File: src/rtl/pfl_pkg.sv
package pfl_pkg;
    localparam int SRC_N   = 3;
    localparam int SRC_OC  = 0;
    localparam int SRC_OT  = 1;
    localparam int SRC_SHT = 2;
    localparam int CNT_W   = 3;

    typedef logic [SRC_N-1:0] src_vec_t;

    typedef struct packed {
        logic [CNT_W-1:0] oc_cnt;
        logic             fault;
        src_vec_t         cause;
        src_vec_t         first;
        logic             warn;
    } pfl_state_t;
endpackage

File: src/rtl/pfl_oc_run.sv
module pfl_oc_run #(
    parameter int OC_RUN = 4,
    parameter int CNT_W  = 3
) (
    input  logic [CNT_W-1:0] cnt_q,
    input  logic             strobe,
    input  logic             oc,
    output logic [CNT_W-1:0] cnt_d,
    output logic             trip
);
    localparam logic [CNT_W-1:0] RUN_MAX = CNT_W'(OC_RUN);

    always_comb begin
        cnt_d = cnt_q;
        trip  = 1'b0;
        if (strobe) begin
            if (oc) begin
                if (cnt_q != RUN_MAX) cnt_d = cnt_q + 1'b1;
                trip = (cnt_q >= RUN_MAX - 1'b1);
            end else begin
                cnt_d = '0;
            end
        end
    end
endmodule

File: src/rtl/pfl_ot_eval.sv
module pfl_ot_eval #(
    parameter int TJ_W    = 8,
    parameter int OT_TRIP = 160,
    parameter int OT_HYST = 20
) (
    input  logic [TJ_W-1:0] tj,
    input  logic            warn_q,
    output logic            trip,
    output logic            warn_d
);
    localparam logic [TJ_W-1:0] HI = TJ_W'(OT_TRIP);
    localparam logic [TJ_W-1:0] LO = TJ_W'(OT_TRIP - OT_HYST);

    always_comb begin
        trip   = (tj > HI);
        warn_d = warn_q;
        if (tj > HI)      warn_d = 1'b1;
        else if (tj < LO) warn_d = 1'b0;
    end
endmodule

File: src/rtl/pfl_tel_mux.sv
module pfl_tel_mux #(
    parameter int TJ_W    = 8,
    parameter int TEL_W   = 9,
    parameter int TEL_OFS = 10,
    parameter int TEL_FS  = 330
) (
    input  logic [TJ_W-1:0]  tj,
    input  logic             faulted,
    input  logic             supply_ok,
    input  logic             standby,
    output logic             valid,
    output logic             fs_sel,
    output logic [TEL_W-1:0] code
);
    localparam logic [TEL_W-1:0] OFS = TEL_W'(TEL_OFS);
    localparam logic [TEL_W-1:0] FS  = TEL_W'(TEL_FS);

    logic [TEL_W-1:0] tj_ext;
    logic [TEL_W-1:0] temp_code;

    always_comb begin
        tj_ext    = TEL_W'(tj);
        temp_code = (tj_ext > OFS) ? (tj_ext - OFS) : '0;
        valid     = supply_ok & ~standby;
        fs_sel    = faulted;
        if (faulted)    code = FS;
        else if (valid) code = temp_code;
        else            code = '0;
    end
endmodule

File: src/rtl/pstage_fault_latch.sv
module pstage_fault_latch
    import pfl_pkg::*;
#(
    parameter int TJ_W    = 8,
    parameter int TEL_W   = 9,
    parameter int OC_RUN  = 4,
    parameter int OT_TRIP = 160,
    parameter int OT_HYST = 20,
    parameter int TEL_OFS = 10,
    parameter int TEL_FS  = 330
) (
    input  logic             clk,
    input  logic             rst_n,
    input  logic             pwm_rise_i,
    input  logic             hs_oc_i,
    input  logic [TJ_W-1:0]  tj_code_i,
    input  logic             sw_short_i,
    input  logic             neg_limit_i,
    input  logic             standby_i,
    input  logic             supply_ok_i,
    output logic             fault_o,
    output logic [2:0]       cause_o,
    output logic [2:0]       first_o,
    output logic             ot_warn_o,
    output logic             tel_fs_sel_o,
    output logic             tel_valid_o,
    output logic [TEL_W-1:0] tel_code_o
);
    pfl_state_t st_d, st_q;

    logic [CNT_W-1:0] oc_cnt_d;
    logic             oc_trip;
    logic             ot_trip;
    logic             warn_d;
    src_vec_t         trip_vec;
    src_vec_t         first_pick;
    logic             neg_seen;

    assign neg_seen = neg_limit_i;

    pfl_oc_run #(.OC_RUN(OC_RUN), .CNT_W(CNT_W)) i_oc_run (
        .cnt_q  (st_q.oc_cnt),
        .strobe (pwm_rise_i),
        .oc     (hs_oc_i),
        .cnt_d  (oc_cnt_d),
        .trip   (oc_trip)
    );

    pfl_ot_eval #(.TJ_W(TJ_W), .OT_TRIP(OT_TRIP), .OT_HYST(OT_HYST)) i_ot_eval (
        .tj     (tj_code_i),
        .warn_q (st_q.warn),
        .trip   (ot_trip),
        .warn_d (warn_d)
    );

    pfl_tel_mux #(.TJ_W(TJ_W), .TEL_W(TEL_W), .TEL_OFS(TEL_OFS), .TEL_FS(TEL_FS)) i_tel (
        .tj        (tj_code_i),
        .faulted   (st_q.fault),
        .supply_ok (supply_ok_i),
        .standby   (standby_i),
        .valid     (tel_valid_o),
        .fs_sel    (tel_fs_sel_o),
        .code      (tel_code_o)
    );

    always_comb begin
        trip_vec          = '0;
        trip_vec[SRC_OC]  = oc_trip;
        trip_vec[SRC_OT]  = ot_trip;
        trip_vec[SRC_SHT] = sw_short_i;

        first_pick = '0;
        for (int i = SRC_N - 1; i >= 0; i--) begin
            if (trip_vec[i] && first_pick == '0) first_pick[i] = 1'b1;
        end

        st_d        = st_q;
        st_d.oc_cnt = oc_cnt_d;
        st_d.warn   = warn_d;
        st_d.cause  = st_q.cause | trip_vec;
        if (!st_q.fault && trip_vec != '0) begin
            st_d.fault = 1'b1;
            st_d.first = first_pick;
        end
        // negative current limit is observed but has no path into the latch
        if (neg_seen) st_d.fault = st_d.fault;
    end

    always_ff @(posedge clk or negedge rst_n) begin
        if (!rst_n) st_q <= '0;
        else        st_q <= st_d;
    end

    assign fault_o   = st_q.fault;
    assign cause_o   = st_q.cause;
    assign first_o   = st_q.first;
    assign ot_warn_o = st_q.warn;
endmodule

File: config.mk
export PLATFORM = sky130hd
export DESIGN_NAME = pstage_fault_latch
export DESIGN_NICKNAME = d
export VERILOG_FILES = /design/src/rtl/pfl_pkg.sv /design/src/rtl/pfl_oc_run.sv /design/src/rtl/pfl_ot_eval.sv /design/src/rtl/pfl_tel_mux.sv /design/src/rtl/pstage_fault_latch.sv
export SDC_FILE = /design/constraint.sdc
export NUM_CORES = 1
export LEC_CHECK = 0
export BUFFER_PORTS_ARGS = -buffer_cell sky130_fd_sc_hd__buf_2
export CORE_MARGIN = 3
export CORE_UTILIZATION = 25
export DETAILED_ROUTE_END_ITERATION = 12
export PLACE_DENSITY_LB_ADDON = 0.25
export SETUP_SLACK_MARGIN = 0.5
export SLEW_MARGIN = 0
export SYNTH_ARGS = -nofsm -noshare
export SYNTH_HDL_FRONTEND = slang
export SYNTH_SLANG_ARGS = --single-unit
File: constraint.sdc
create_clock -name clk -period 2.4 [get_ports clk]
set_clock_uncertainty 0.15 [all_clocks]
set_input_delay 0.12 -clock clk [delete_from_list [all_inputs] [get_ports clk]]
set_output_delay 0.12 -clock clk [all_outputs]
set_load 0.02 [all_outputs]
# After elaboration in Yosys (flattened, before gate mapping)
# Index checks and enable logic that the tools add are counted.
classes:
  addsub: 2
  mul: 0
  div_mod_pow: 0
  n_lt_le_gt_ge: 4
  eq_ne: 2
  shift: 0
  n_mux: 12
  n_bitwise: 4
  n_reduce_logical: 8
op_table:
  columns: ["op", "n"]
  rows:
  - ["2-to-1 mux 9 bit", 3]
  - ["subtractor 8 x 4 -> 9 bit, second input constant", 1]
  - ["greater-than comparator 8 x 4 -> 1 bit, second input constant", 1]
  - ["greater-than comparator 8 bit, second input constant", 1]
  - ["< comparator 8 bit, second input constant", 1]
  - ["2-to-1 mux 1 bit", 7]
  - ["2-to-1 mux 3 bit", 2]
  - ["adder 3 x 1 -> 3 bit, second input constant", 1]
  - [">= comparator 3 x 2 -> 1 bit, second input constant", 1]
  - ["logical AND 1 bit", 3]
  - ["inequality test 3 bit, second input constant", 1]
  - ["OR 3 bit", 1]
  - ["nonzero test 3 bit", 1]
  - ["logical NOT 2 bit", 1]
  - ["inequality test 2 x 1 -> 1 bit, second input constant", 1]
  - ["inverter 1 bit", 2]
  - ["AND reduction 2 bit", 1]
  - ["nonzero test 2 bit", 1]
  - ["bitwise AND 1 bit", 1]
  - ["logical NOT 1 bit", 1]
word_totals:
  register_bits: 11
  latchBits: 0
  ram_bits: 0
  mem_bits_ro: 0
  inputBits: 16
  elab_cells: 37
  memories: 0

# Longest topological paths before layout
# Gate-level depths: netlist of run 1.
logic_depth:
  word_depth: 7
  depth_mapped: 5

# Modules after synthesis
# A second synthesis of run 1 with hierarchy kept.
hier_totals:
  hier_cells: 89
  hier_area_um2: 814.5
by_module_without_submodules:
  columns: ["module", "n_inst", "cells_each", "area_each_um2", "seq_area_each_um2"]
  rows:
  - ["pstage_fault_latch", 1, 31, 399.1, 275.3]
  - ["pfl_tel_mux", 1, 31, 229.0, 0.0]
  - ["pfl_oc_run", 1, 19, 131.4, 0.0]
  - ["pfl_ot_eval", 1, 8, 55.1, 0.0]

# Worst setup path before layout of run 1
# OpenSTA, ideal clock, no wires.
synth_path:
  path_kind: "input to output"
  from: "in tj_code_i[4]"
  to: "out tel_code_o[7]"
  arrival_ps: 1953
  t_required_ps: 2130
  setup_slack_ps: 177
  path_stages: 3
  n_path_buf: 0
  path_cell_list: "or3_1 -> or3_1 -> a2111oi_0"
synth_between:
  elab_chain_cells: 4
synth_rtl:
  columns: ["element", "line", "source"]
  rows:
  - ["start, declared", "pstage_fault_latch.sv:16", "input logic [TJ_W-1:0] tj_code_i,"]
  - ["subtractor 8 x 4 -> 9 bit or greater-than comparator 8 x 4 -> 1 bit (tied branches)", "pfl_tel_mux.sv:23", "temp_code = (tj_ext > OFS) ? (tj_ext - OFS) : '0;"]
  - ["2-to-1 mux 9 bit *", "pfl_tel_mux.sv:23", null]
  - ["2-to-1 mux 9 bit *", "pfl_tel_mux.sv:27", "else if (valid) code = temp_code;"]
  - ["2-to-1 mux 9 bit *", "pfl_tel_mux.sv:26", "if (faulted) code = FS;"]
  - ["end, declared", "pstage_fault_latch.sv:27", "output logic [TEL_W-1:0] tel_code_o"]
# Every way passes the cells marked *; elsewhere a longest branch is shown, timed or not.

# Worst setup path after layout of run 1
layout_path:
  from: "reg st_q[9] (netlist bit)"
  to: "reg st_q (netlist bit fault_o)"
layout_between:
  elab_chain_cells: 5
layout_rtl:
  columns: ["element", "line", "source"]
  rows:
  - ["start, declared", "pstage_fault_latch.sv:29", "pfl_state_t st_d, st_q;"]
  - ["start signal, assigned", "pstage_fault_latch.sv:91", "else st_q <= st_d;"]
  - [">= comparator 3 x 2 -> 1 bit", "pfl_oc_run.sv:19", "trip = (cnt_q >= RUN_MAX - 1'b1);"]
  - ["2-to-1 mux 1 bit", "pfl_oc_run.sv:17", "if (oc) begin"]
  - ["2-to-1 mux 1 bit", "pfl_oc_run.sv:16", "if (strobe) begin"]
  - ["nonzero test 3 bit", "pstage_fault_latch.sv:81", "if (!st_q.fault && trip_vec != '0) begin"]
  - ["logical AND 1 bit", "pstage_fault_latch.sv:81", null]
# Every way passes these cells.
# A chain may end at the register's enable or synchronous reset.

==> results of run 1 <==
power groups by stage:
| stage | clock, mW | sequential (mW) | combinational (mW) |
|---|---|---|---|
| final | 0.124 | 0.246 | 0.211 |
| after global routing | 0.136 | 0.250 | 0.237 |
| after CTS | 0.129 | 0.241 | 0.178 |
| after detailed placement | 0 | 0.241 | 0.168 |
| after global placement | 0 | 0.239 | 0.162 |
| after floorplan | 0 | 0.241 | 0.106 |
Yosys cell counts, drive strengths merged:
library cell	number	area share
or2	3	0.024
o32a	1	0.013
a22o	2	0.022
a2111oi	2	0.022
or4	3	0.033
o211a	1	0.013
a211oi	2	0.019
xnor2	2	0.022
mux2i	2	0.025
inv	9	0.043
dfrtp	11	0.35
o311ai	2	0.022
o31ai	2	0.019
ha	5	0.079
or3	3	0.024
buf	1	0.0095
nand3	1	0.0063
nor4	3	0.024
nor4b	1	0.011
a21oi	2	0.013
clkbuf	2	0.0095
nor3	2	0.013
o21a	2	0.019
nor2	3	0.014
a31oi	1	0.0079
o21ai	8	0.051
nor2b	1	0.0079
nand2	5	0.024
o31a	1	0.011
nand2b	3	0.024
o21bai	1	0.0095
nand4	2	0.016
layout make-up:
| cell class | instances | area (um^2) | share of cell area |
|---|---|---|---|
| multi-input cells | 66 | 503 | 0.456 |
| flip-flops and latches | 11 | 277 | 0.251 |
| repair buffers | 38 | 210 | 0.191 |
| well taps | 42 | 52.6 | 0.0477 |
| inverters | 9 | 33.8 | 0.0306 |
| clock buffers | 4 | 26.3 | 0.0238 |
cells in the final DEF (no fill, tap or decap), types with 3 or more instances in the layout:
cell,count
nor4_1,3
dlygate4sd3_1,3
nand2b_1,3
nand2_1,5
or2_2,3
inv_1,9
dfrtp_1,10
clkbuf_4,3
buf_2,33
or3_1,3
o21ai_0,8
ha_1,3
per-stage QoR:
stage | worst slack (ns) | utilization
floorplan | 0.418 | -
global placement | 0.452 | 0.345
detailed placement | 0.489 | 0.345
CTS | 0.512 | 0.368
global route | 0.507 | 0.383
finish | 0.552 | 0.383
worst paths after layout:
kind                                      start              endpoint  slack [ns]  depth (start not counted)
hold reg to reg            cause_o[1]$_DFF_PN0_  cause_o[1]$_DFF_PN0_        0.32                          1
setup / recovery            st_q[9]$_DFFE_PN0P_   fault_o$_DFFE_PN0P_        0.55                          5
setup reg to reg            st_q[9]$_DFFE_PN0P_   fault_o$_DFFE_PN0P_        0.55                          5
max in group asynchronous                 rst_n   st_q[8]$_DFFE_PN0P_        1.78                          2
hold / removal                       sw_short_i  cause_o[2]$_DFF_PN0_       0.009                          2
min in group asynchronous                 rst_n  cause_o[1]$_DFF_PN0_        0.10                          2
cell families (layout without fill, tap and decap cells):
family,after synthesis,count (layout)
AOI/OAI and AO/OA,27,27
muxes,2,2
xor gates and xnor gates,2,2
DFF,11,11
buffers and inverters,12,51
adders and majority gates,5,5
and+or+nand+nor,30,30
metal layers:
layer / GRT usage / wire length [um] / share of wire
met5: 0 / 0 / 0
met1: 0.135 / 1050 / 0.49
met3: 0.0252 / 137 / 0.065
met2: 0.180 / 925 / 0.44
met4: 0.0414 / 14 / 0.0066
flip-flops by register name (all words and copies together) (netlist names):
signal     flops
fault_o        1
st_q           3
ot_warn_o      1
cause_o        3
first_o        3
what timing repair did:
item	CTS	global route
endpoints found under the setup margin	3	8
hold buffers	3	0
resized for setup	2	8
hold endpoints to repair	14	0
pin swaps	0	3
setup buffers	0	2
==> flow_metrics.py, run 1 <==
metrics = {
    "outcome": {
        "status": "complete, no violations",
    },
    "sta": {
        "tns_ns": 0,
        "period_needed_ns": 1.85,
        "setup_viol": 0,
        "max_freq_mhz": 541,
        "fin_crit_sh": 0.770,
        "hold_slack_ns": 0.00891,
        "finalHoldViolations": 0,
        "slew-limit-headroom": 0.663,
        "rsz0062_at_grt": "no",
        "tightest_slew_ns": 0.506,
        "slew_viol_final": 0,
    },
    "detailed_routing": {
        "wl_um": 2120,
        "firstDrtPassIters": 4,
        "drtAntennaViolNets": 0,
        "viasPerCell": 4.93,
        "wl_per_cell_um": 12.5,
        "vias": 838,
        "dr.first_iter.drc_count": 35,
        "drc": 0,
    },
    "pwr": {
        "p_leak_nw": 0.485,
        "swShare": 0.354,
        "seq_power_share": 0.423,
        "intPower_mw": 0.376,
        "power_density_nw_per_um2": 528,
        "power_mw": 0.581,
        "power_frac_comb": 0.363,
        "ir_drop_mv": 0.353,
        "p_sw_mw": 0.206,
        "clockPowerShare": 0.214,
    },
    "critical_path": {
        "critPathLaunchType": "register",
        "critical_path_class": "reg2reg",
        "slowest_stage": "dfrtp_1",
        "cp_top_family": "simple AND/OR/NAND/NOR gates",
        "slowest_delay_ns": 0.43,
        "crit_chain": "ha_1 -> ha_2 -> a211oi_4 -> nor2_2 -> or4_1",
        "critPathBufInv": 0,
        "cp_data_required_time_ns": 2.39,
        "worst_setup_path_end_kind": "register",
        "crit_fanout": 3,
        "critPathArrivalTime_ns": 1.83,
    },
    "logic_synthesis": {
        "synth-compound-area-share": 0.241,
        "syn_area_per_cell_um2": 8.86,
        "yosysWarnings": 0,
        "ys_ff_latch": 11,
        "syn_inst": 89,
        "synthMuxAreaShare": 0.0254,
        "synth-simple-area-share": 0.221,
        "syn_nets": 110,
        "syn_area_um2": 788,
        "synth_seq_area_share": 0.349,
        "synth_top_family_by_area": "compound AO/OA/AOI/OAI gates",
        "synthDistinctLibCells": 33,
        "synth_fa_ha_area_frac": 0.0794,
        "synth_xor_xnor_area_share": 0.0222,
    },
    "finish": {
        "area_growth_pct": 39.8,
        "instances_no_fill": 170,
        "drive_gt1_frac": 0.398,
        "nets": 150,
        "fin_area_um2": 1100,
        "final.fill_count": 302,
        "num_antenna_cells": 0,
    },
    "place": {
        "hpwl_um": 1610,
        "place_congestion": 0.818,
        "io_buffers": 33,
        "placed_cell_area_um2": 993,
        "place_inst": 161,
    },
    "die": {
        "io_pins": 35,
        "core-area_um2": 2880,
        "fp-row-count": 19,
        "die_y_um": 62.2,
        "die_area_um2": 3860,
        "start_util": 0.274,
        "die_w_um": 62.2,
    },
    "clocking": {
        "clk_latency_ns": 0.26,
        "clk_pin_slew_worst_paths_ns": 0.07,
        "cts_root_buffer": "clkbuf_4",
        "clockBufferDepth": 2,
        "ctsHtreeMaxLevel": 1,
        "clock-sinks": 11,
        "cts_made_buffers": 3,
        "tritoncts": "yes",
    },
    "global_route": {
        "grt_pass1_vias": 827,
        "antenna_found_initial": 0,
        "grt_max_degree": 15,
        "grt.total_usage": 0.108,
        "grt_pass1_wl_um": 3520,
        "gr-total-overflow": 0,
    },
    "worst_hold_path": {
        "min_path_type": "in2reg",
    },
    "job": {
        "maxCapViolations": 0,
    },
}
Power figures use the tool's default switching activity.
==> inputs of run 2 (changes only) <==
- ABC_AREA: unset -> 1
- clock period: 2.4 -> 1.8 ns (I/O delays scaled with it)
==> run 2 against run 1 <==
  * Combinational power up 36%
  * Total power rose by 28%
  * Cell count up 11%
  * Flip-flop and latch count stayed put
  * Utilization up 7.0 points
  * Synthesized area is 2.1% lower
  * Sequential power increased by 20%
  * Via count is 2.9% higher
  * Setup slack worse by 0.16 ns
==> flow_metrics.py, run 2 <==
metrics = {
    "outcome": {
        "status": "complete, no violations",
    },
    "critical_path": {
        "critPathBufInv": 2,
        "cp_top_family": "flip-flops",
        "r2r_setup_slack_ns": 0.44,
        "slowest_stage": "dfrtp_1",
        "r2r_end": "first_o[2]$_DFFE_PN0P_",
        "critPathArrivalTime_ns": 1.17,
        "r2r-start": "st_q[9]$_DFFE_PN0P_",
        "reg2reg_depth": 7,
        "crit_chain": "clkinv_4 -> nand3_4 -> nor2_2 -> buf_6",
        "worst_setup_path_end_kind": "output pin",
        "slowest_delay_ns": 0.42,
        "cp_data_required_time_ns": 1.56,
        "crit_fanout": 6,
        "critPathLaunchType": "register",
        "critical_path_class": "reg2out",
    },
    "detailed_routing": {
        "viasPerCell": 4.56,
        "firstDrtPassIters": 2,
        "wl_um": 2140,
        "vias": 862,
        "wl_per_cell_um": 11.3,
        "dr.first_iter.drc_count": 40,
        "drtAntennaViolNets": 0,
        "drc": 0,
    },
    "logic_synthesis": {
        "synth_ff_type": "dfrtp_1",
        "synth_seq_area_share": 0.357,
        "syn_nets": 128,
        "synth_edf_count": 0,
        "synth-async-reset-ratio": 1.00,
        "synthDistinctLibCells": 21,
        "yosys.cell_count.top_type": "nand2_1",
        "syn_area_um2": 772,
        "yosysTopAreaCell": "dfrtp_1",
        "synth_area_leaders": "dfrtp_1, nand2_1, inv_1",
        "yosysWarnings": 0,
        "synth_common_cells": "nand2_1, inv_1, dfrtp_1",
        "ys_ff_latch": 11,
        "synth.top_cell.area_share": 0.357,
        "syn_inst": 107,
        "syn_area_per_cell_um2": 7.21,
    },
    "pwr": {
        "power_density_nw_per_um2": 578,
        "ir_drop_mv": 0.393,
        "clockPowerShare": 0.223,
        "swShare": 0.339,
        "p_leak_nw": 0.643,
        "seq_power_share": 0.394,
        "intPower_mw": 0.493,
        "p_sw_mw": 0.253,
        "power_frac_comb": 0.383,
    },
    "finish": {
        "register_area_um2": 275,
        "area_growth_pct": 67.4,
        "fin_util": 0.453,
        "final.fill_count": 286,
        "nets": 180,
        "multiInputGateArea_um2": 512,
        "drive_gt1_frac": 0.538,
        "num_antenna_cells": 0,
        "final_cell_mix": "nand2_1, buf_2, buf_4, inv_1, dfrtp_1",
        "layout_commonest_cell": "nand2_1",
    },
    "global_route": {
        "grt_pass1_wl_um": 3460,
        "gr-total-overflow": 0,
        "grt_max_degree": 12,
        "antenna_found_initial": 0,
        "grt_pass1_vias": 833,
        "grt.total_usage": 0.123,
    },
    "place": {
        "io_buffers": 33,
        "place_congestion": 0.859,
        "hpwl_um": 1520,
    },
    "clocking": {
        "clk_latency_ns": 0.26,
        "ctsHtreeMaxLevel": 1,
        "clk_pin_slew_worst_paths_ns": 0.07,
        "clockBufferDepth": 2,
        "cts_root_buffer": "clkbuf_4",
        "clock-sinks": 11,
        "cts_made_buffers": 3,
        "tritoncts": "yes",
    },
    "sta": {
        "fin_crit_sh": 0.782,
        "slew_viol_final": 0,
        "slew-limit-headroom": 0.731,
        "tightest_slew_ns": 0.402,
        "setup_viol": 0,
        "rsz0062_at_grt": "yes",
        "max_freq_mhz": 711,
        "finalHoldViolations": 0,
        "tns_ns": 0,
        "period_needed_ns": 1.41,
    },
    "die": {
        "start_util": 0.271,
        "die_area_um2": 3790,
        "die_w_um": 61.6,
        "fp-row-count": 19,
        "core-area_um2": 2850,
        "io_pins": 35,
        "die_y_um": 61.6,
    },
    "worst_hold_path": {
        "min_path_type": "in2reg",
        "min_from": "hs_oc_i",
        "hold_path_end": "st_q[9]$_DFFE_PN0P_",
        "hold_path_depth": 4,
    },
    "job": {
        "maxCapViolations": 0,
    },
}
[run 2: power groups by stage]
stage | Sequential, mW | Combinational [mW] | Clock (mW)
floorplan | 0.291 | 0.115 | 0
global placement | 0.290 | 0.167 | 0
detailed placement | 0.291 | 0.171 | 0
CTS | 0.287 | 0.203 | 0.177
global route | 0.298 | 0.315 | 0.185
finish | 0.294 | 0.286 | 0.167
[run 2: kinds of logic after synthesis]
family                   synth area share
AND/OR/NAND/NOR                     0.350
buffers and inverters               0.107
flip-flops                          0.357
AO/OA/AOI/OAI                      0.0713
adder cells (fa/ha/maj)            0.0810
XOR/XNOR                           0.0340
[run 2: worst register-to-register path, stage by stage, from the launching register on]
cell and delay [ns]:
dfrtp_1 0.39, ha_2 0.20, ha_4 0.16, nor2_4 0.07
o21ai_2 0.07, nand3_2 0.10, nand4_1 0.09, nand2_1 0.07
[run 2: metal layers]
layer  GRT usage  part of all wire
met5           0                 0
met4      0.0545            0.0079
met3      0.0189             0.044
met2       0.227              0.55
met1       0.139              0.39
[run 2: how the worst max path moves through the flow]
stage               depth (start not counted)                endpoint                start
floorplan                                   7  first_o[2]$_DFFE_PN0P_  st_q[9]$_DFFE_PN0P_
global placement                           11           tel_code_o[7]         tj_code_i[1]
detailed placement                         11           tel_code_o[4]         tj_code_i[1]
CTS                                         4           tel_code_o[0]  fault_o$_DFFE_PN0P_
global route                                4           tel_code_o[7]  fault_o$_DFFE_PN0P_
finish                                      4           tel_code_o[7]  fault_o$_DFFE_PN0P_
[run 2: repair_timing]
| item | in CTS | in global routing |
|---|---|---|
| pin swaps | 8 | 6 |
| gates resized for setup | 34 | 20 |
| setup endpoints to repair | 14 | 17 |
| gates cloned | 0 | 0 |
| hold buffers | 4 | 0 |
| hold endpoints to repair | 19 | 0 |
| setup buffers | 8 | 3 |
[run 2: area by class of cell]
cell class,count,area share
repair buffers,48,0.273
clock buffers,4,0.0203
flip-flops and latches,11,0.213
inverters,20,0.0678
multi-input cells,75,0.396
well taps,31,0.0300
[run 2: metrics by stage]
stage	setup slack [ns]	power, mW	cells	cell area [um^2]	hold WS, ns
floorplan	0.481	0.405	107	777	-0.356
global placement	0.312	0.458	170	973	-0.177
detailed placement	0.290	0.463	170	973	-0.176
CTS	0.404	0.668	186	1200	0.0424
global route	0.336	0.798	189	1290	0.0593
finish	0.393	0.747	189	1290	0.0311
==> inputs of run 3 (changes only) <==
- ABC_AREA: 1 -> 0
- clock period: 1.8 -> 1.46 ns (I/O delays scaled with it)
==> run 3 against run 2 <==
  * The flow now finishes with violations (hold timing, setup timing)
  * Non-clock buffer count grew 27
  * Die area up 1.9%
  * Flip-flop and latch count unchanged
  * Utilization up 16 points
  * Critical endpoint is now fault_o$_DFFE_PN0P_
  * Highest routed layer unchanged
==> flow_metrics.py, run 3 (same netlist as run 1, synthesis figures left out) <==
metrics = {
    "critical_path": {
        "reg2reg_depth": 5,
        "crit_path_start": "st_q[8]$_DFFE_PN0P_",
        "cp_data_required_time_ns": 1.46,
        "slowest_stage": "or4_1",
        "cp_top_family": "simple AND/OR/NAND/NOR gates",
        "slowest_delay_ns": 0.40,
        "critPathLaunchType": "register",
        "critical_path_class": "reg2reg",
        "worst_setup_path_end_kind": "register",
        "critPathBufInv": 0,
        "r2r_end": "fault_o$_DFFE_PN0P_",
        "critical_path.endpoint": "fault_o$_DFFE_PN0P_",
        "r2r_setup_slack_ns": -0.23,
        "critPathArrivalTime_ns": 1.69,
        "crit_fanout": 3,
        "r2r-start": "st_q[8]$_DFFE_PN0P_",
        "crit_chain": "ha_2 -> ha_4 -> a211oi_4 -> nor2_2 -> or4_1",
        "worst-path-stages": 5,
    },
    "place": {
        "hpwl_um": 1970,
        "place_congestion": 0.810,
        "io_buffers": 33,
        "pre_cts_slack_ns": -0.319,
        "place_inst": 188,
    },
    "sta": {
        "hold_slack_ns": -0.0380,
        "tightest_slew_ns": 0.384,
        "setup_viol": 16,
        "tns_ns": -2.13,
        "rsz0062_at_grt": "yes",
        "finalHoldViolations": 4,
        "fin_crit_sh": 1.16,
        "worst_slack_ns": -0.230,
        "slew_viol_final": 0,
        "max_freq_mhz": 592,
        "slew-limit-headroom": 0.742,
        "period_needed_ns": 1.69,
    },
    "pwr": {
        "power_density_nw_per_um2": 733,
        "ir_drop_mv": 0.635,
        "power_mw": 1.30,
        "p_leak_nw": 0.750,
    },
    "detailed_routing": {
        "wl_per_cell_um": 13.8,
        "wl_um": 2870,
        "dr.first_iter.drc_count": 23,
        "vias": 1009,
        "viasPerCell": 4.87,
        "firstDrtPassIters": 4,
        "drc": 0,
        "drtAntennaViolNets": 0,
    },
    "finish": {
        "multiInputGateArea_um2": 703,
        "nets": 187,
        "fin_util": 0.616,
        "instances_no_fill": 207,
        "num_antenna_cells": 0,
        "final.fill_count": 245,
        "register_area_um2": 277,
        "area_growth_pct": 125,
        "drive_gt1_frac": 0.679,
        "final_cell_mix": "buf_4, buf_6, buf_2, dfrtp_1",
        "layout_commonest_cell": "buf_4",
    },
    "clocking": {
        "clk_latency_ns": 0.28,
        "hold_buffers": 3,
        "clockBufferDepth": 2,
        "clk_pin_slew_worst_paths_ns": 0.07,
        "ctsHtreeMaxLevel": 1,
        "cts_made_buffers": 3,
        "tritoncts": "yes",
        "clock-sinks": 11,
        "cts_root_buffer": "clkbuf_4",
    },
    "global_route": {
        "antenna_found_initial": 0,
        "grt_pass1_vias": 1029,
        "gr-total-overflow": 0,
        "grt_pass1_wl_um": 4750,
        "grt_max_degree": 12,
        "grt.total_usage": 0.154,
    },
    "outcome": {
        "violations": "hold timing, setup timing",
        "status": "complete, but fails checks",
    },
    "die": {
        "die_w_um": 62.2,
        "die_y_um": 62.2,
        "die_area_um2": 3860,
        "fp-row-count": 19,
        "core-area_um2": 2880,
        "io_pins": 35,
        "start_util": 0.274,
    },
    "worst_hold_path": {
        "min_path_type": "in2reg",
    },
    "job": {
        "maxCapViolations": 0,
    },
}
-- run 3: area by class of cell --
cell class,count,area share
multi-input cells,66,0.397
repair buffers,75,0.379
flip-flops and latches,11,0.156
well taps,42,0.0296
inverters,9,0.0240
clock buffers,4,0.0148
-- run 3: worst min-delay path by stage --
stage                     from                endpoint  slack [ns]  cells past startpoint
floorplan                rst_n    cause_o[0]$_DFF_PN0_       -0.37                      0
finish              sw_short_i  first_o[1]$_DFFE_PN0P_       -0.04                      2
CTS                 sw_short_i    cause_o[2]$_DFF_PN0_       -0.07                      2
global placement         rst_n    cause_o[1]$_DFF_PN0_       -0.20                      1
global route        sw_short_i  first_o[1]$_DFFE_PN0P_       -0.04                      2
detailed placement       rst_n    cause_o[1]$_DFF_PN0_       -0.20                      1
-- run 3: what timing repair did --
action / in CTS / in global routing
endpoints found under the hold margin: 18 / 3
setup buffers: 8 / 4
pin swaps: 10 / 9
gates resized for setup: 55 / 24
endpoints found under the setup margin: 29 / 30
-- run 3: power breakdown --
group | switching, mW | internal (mW)
registers | 0.0241 | 0.347
clock network | 0.108 | 0.106
logic | 0.326 | 0.390
-- run 3: metrics by stage --
| stage | cell area [um^2] | hold WS, ns |
|---|---|---|
| global placement | 1370 | -0.201 |
| CTS | 1660 | -0.0676 |
| global route | 1770 | -0.0448 |
| detailed placement | 1370 | -0.195 |
| finish | 1770 | -0.0380 |
| floorplan | 958 | -0.373 |
-- run 3: metal layers --
metal	up-vias	track usage	part of all wire
li1	486	-	-
met1	498	0.176	0.40
met2	20	0.276	0.55
met3	5	0.0378	0.035
met4	0	0.0580	0.014
met5	-	0	0
-- run 3: worst register-to-register path: cells and delay by family (launching register included) --
kind            cells  cell delay (ns)
flops               1             0.38
fa+ha+maj           2             0.36
compound gates      1             0.19
simple gates        2             0.48
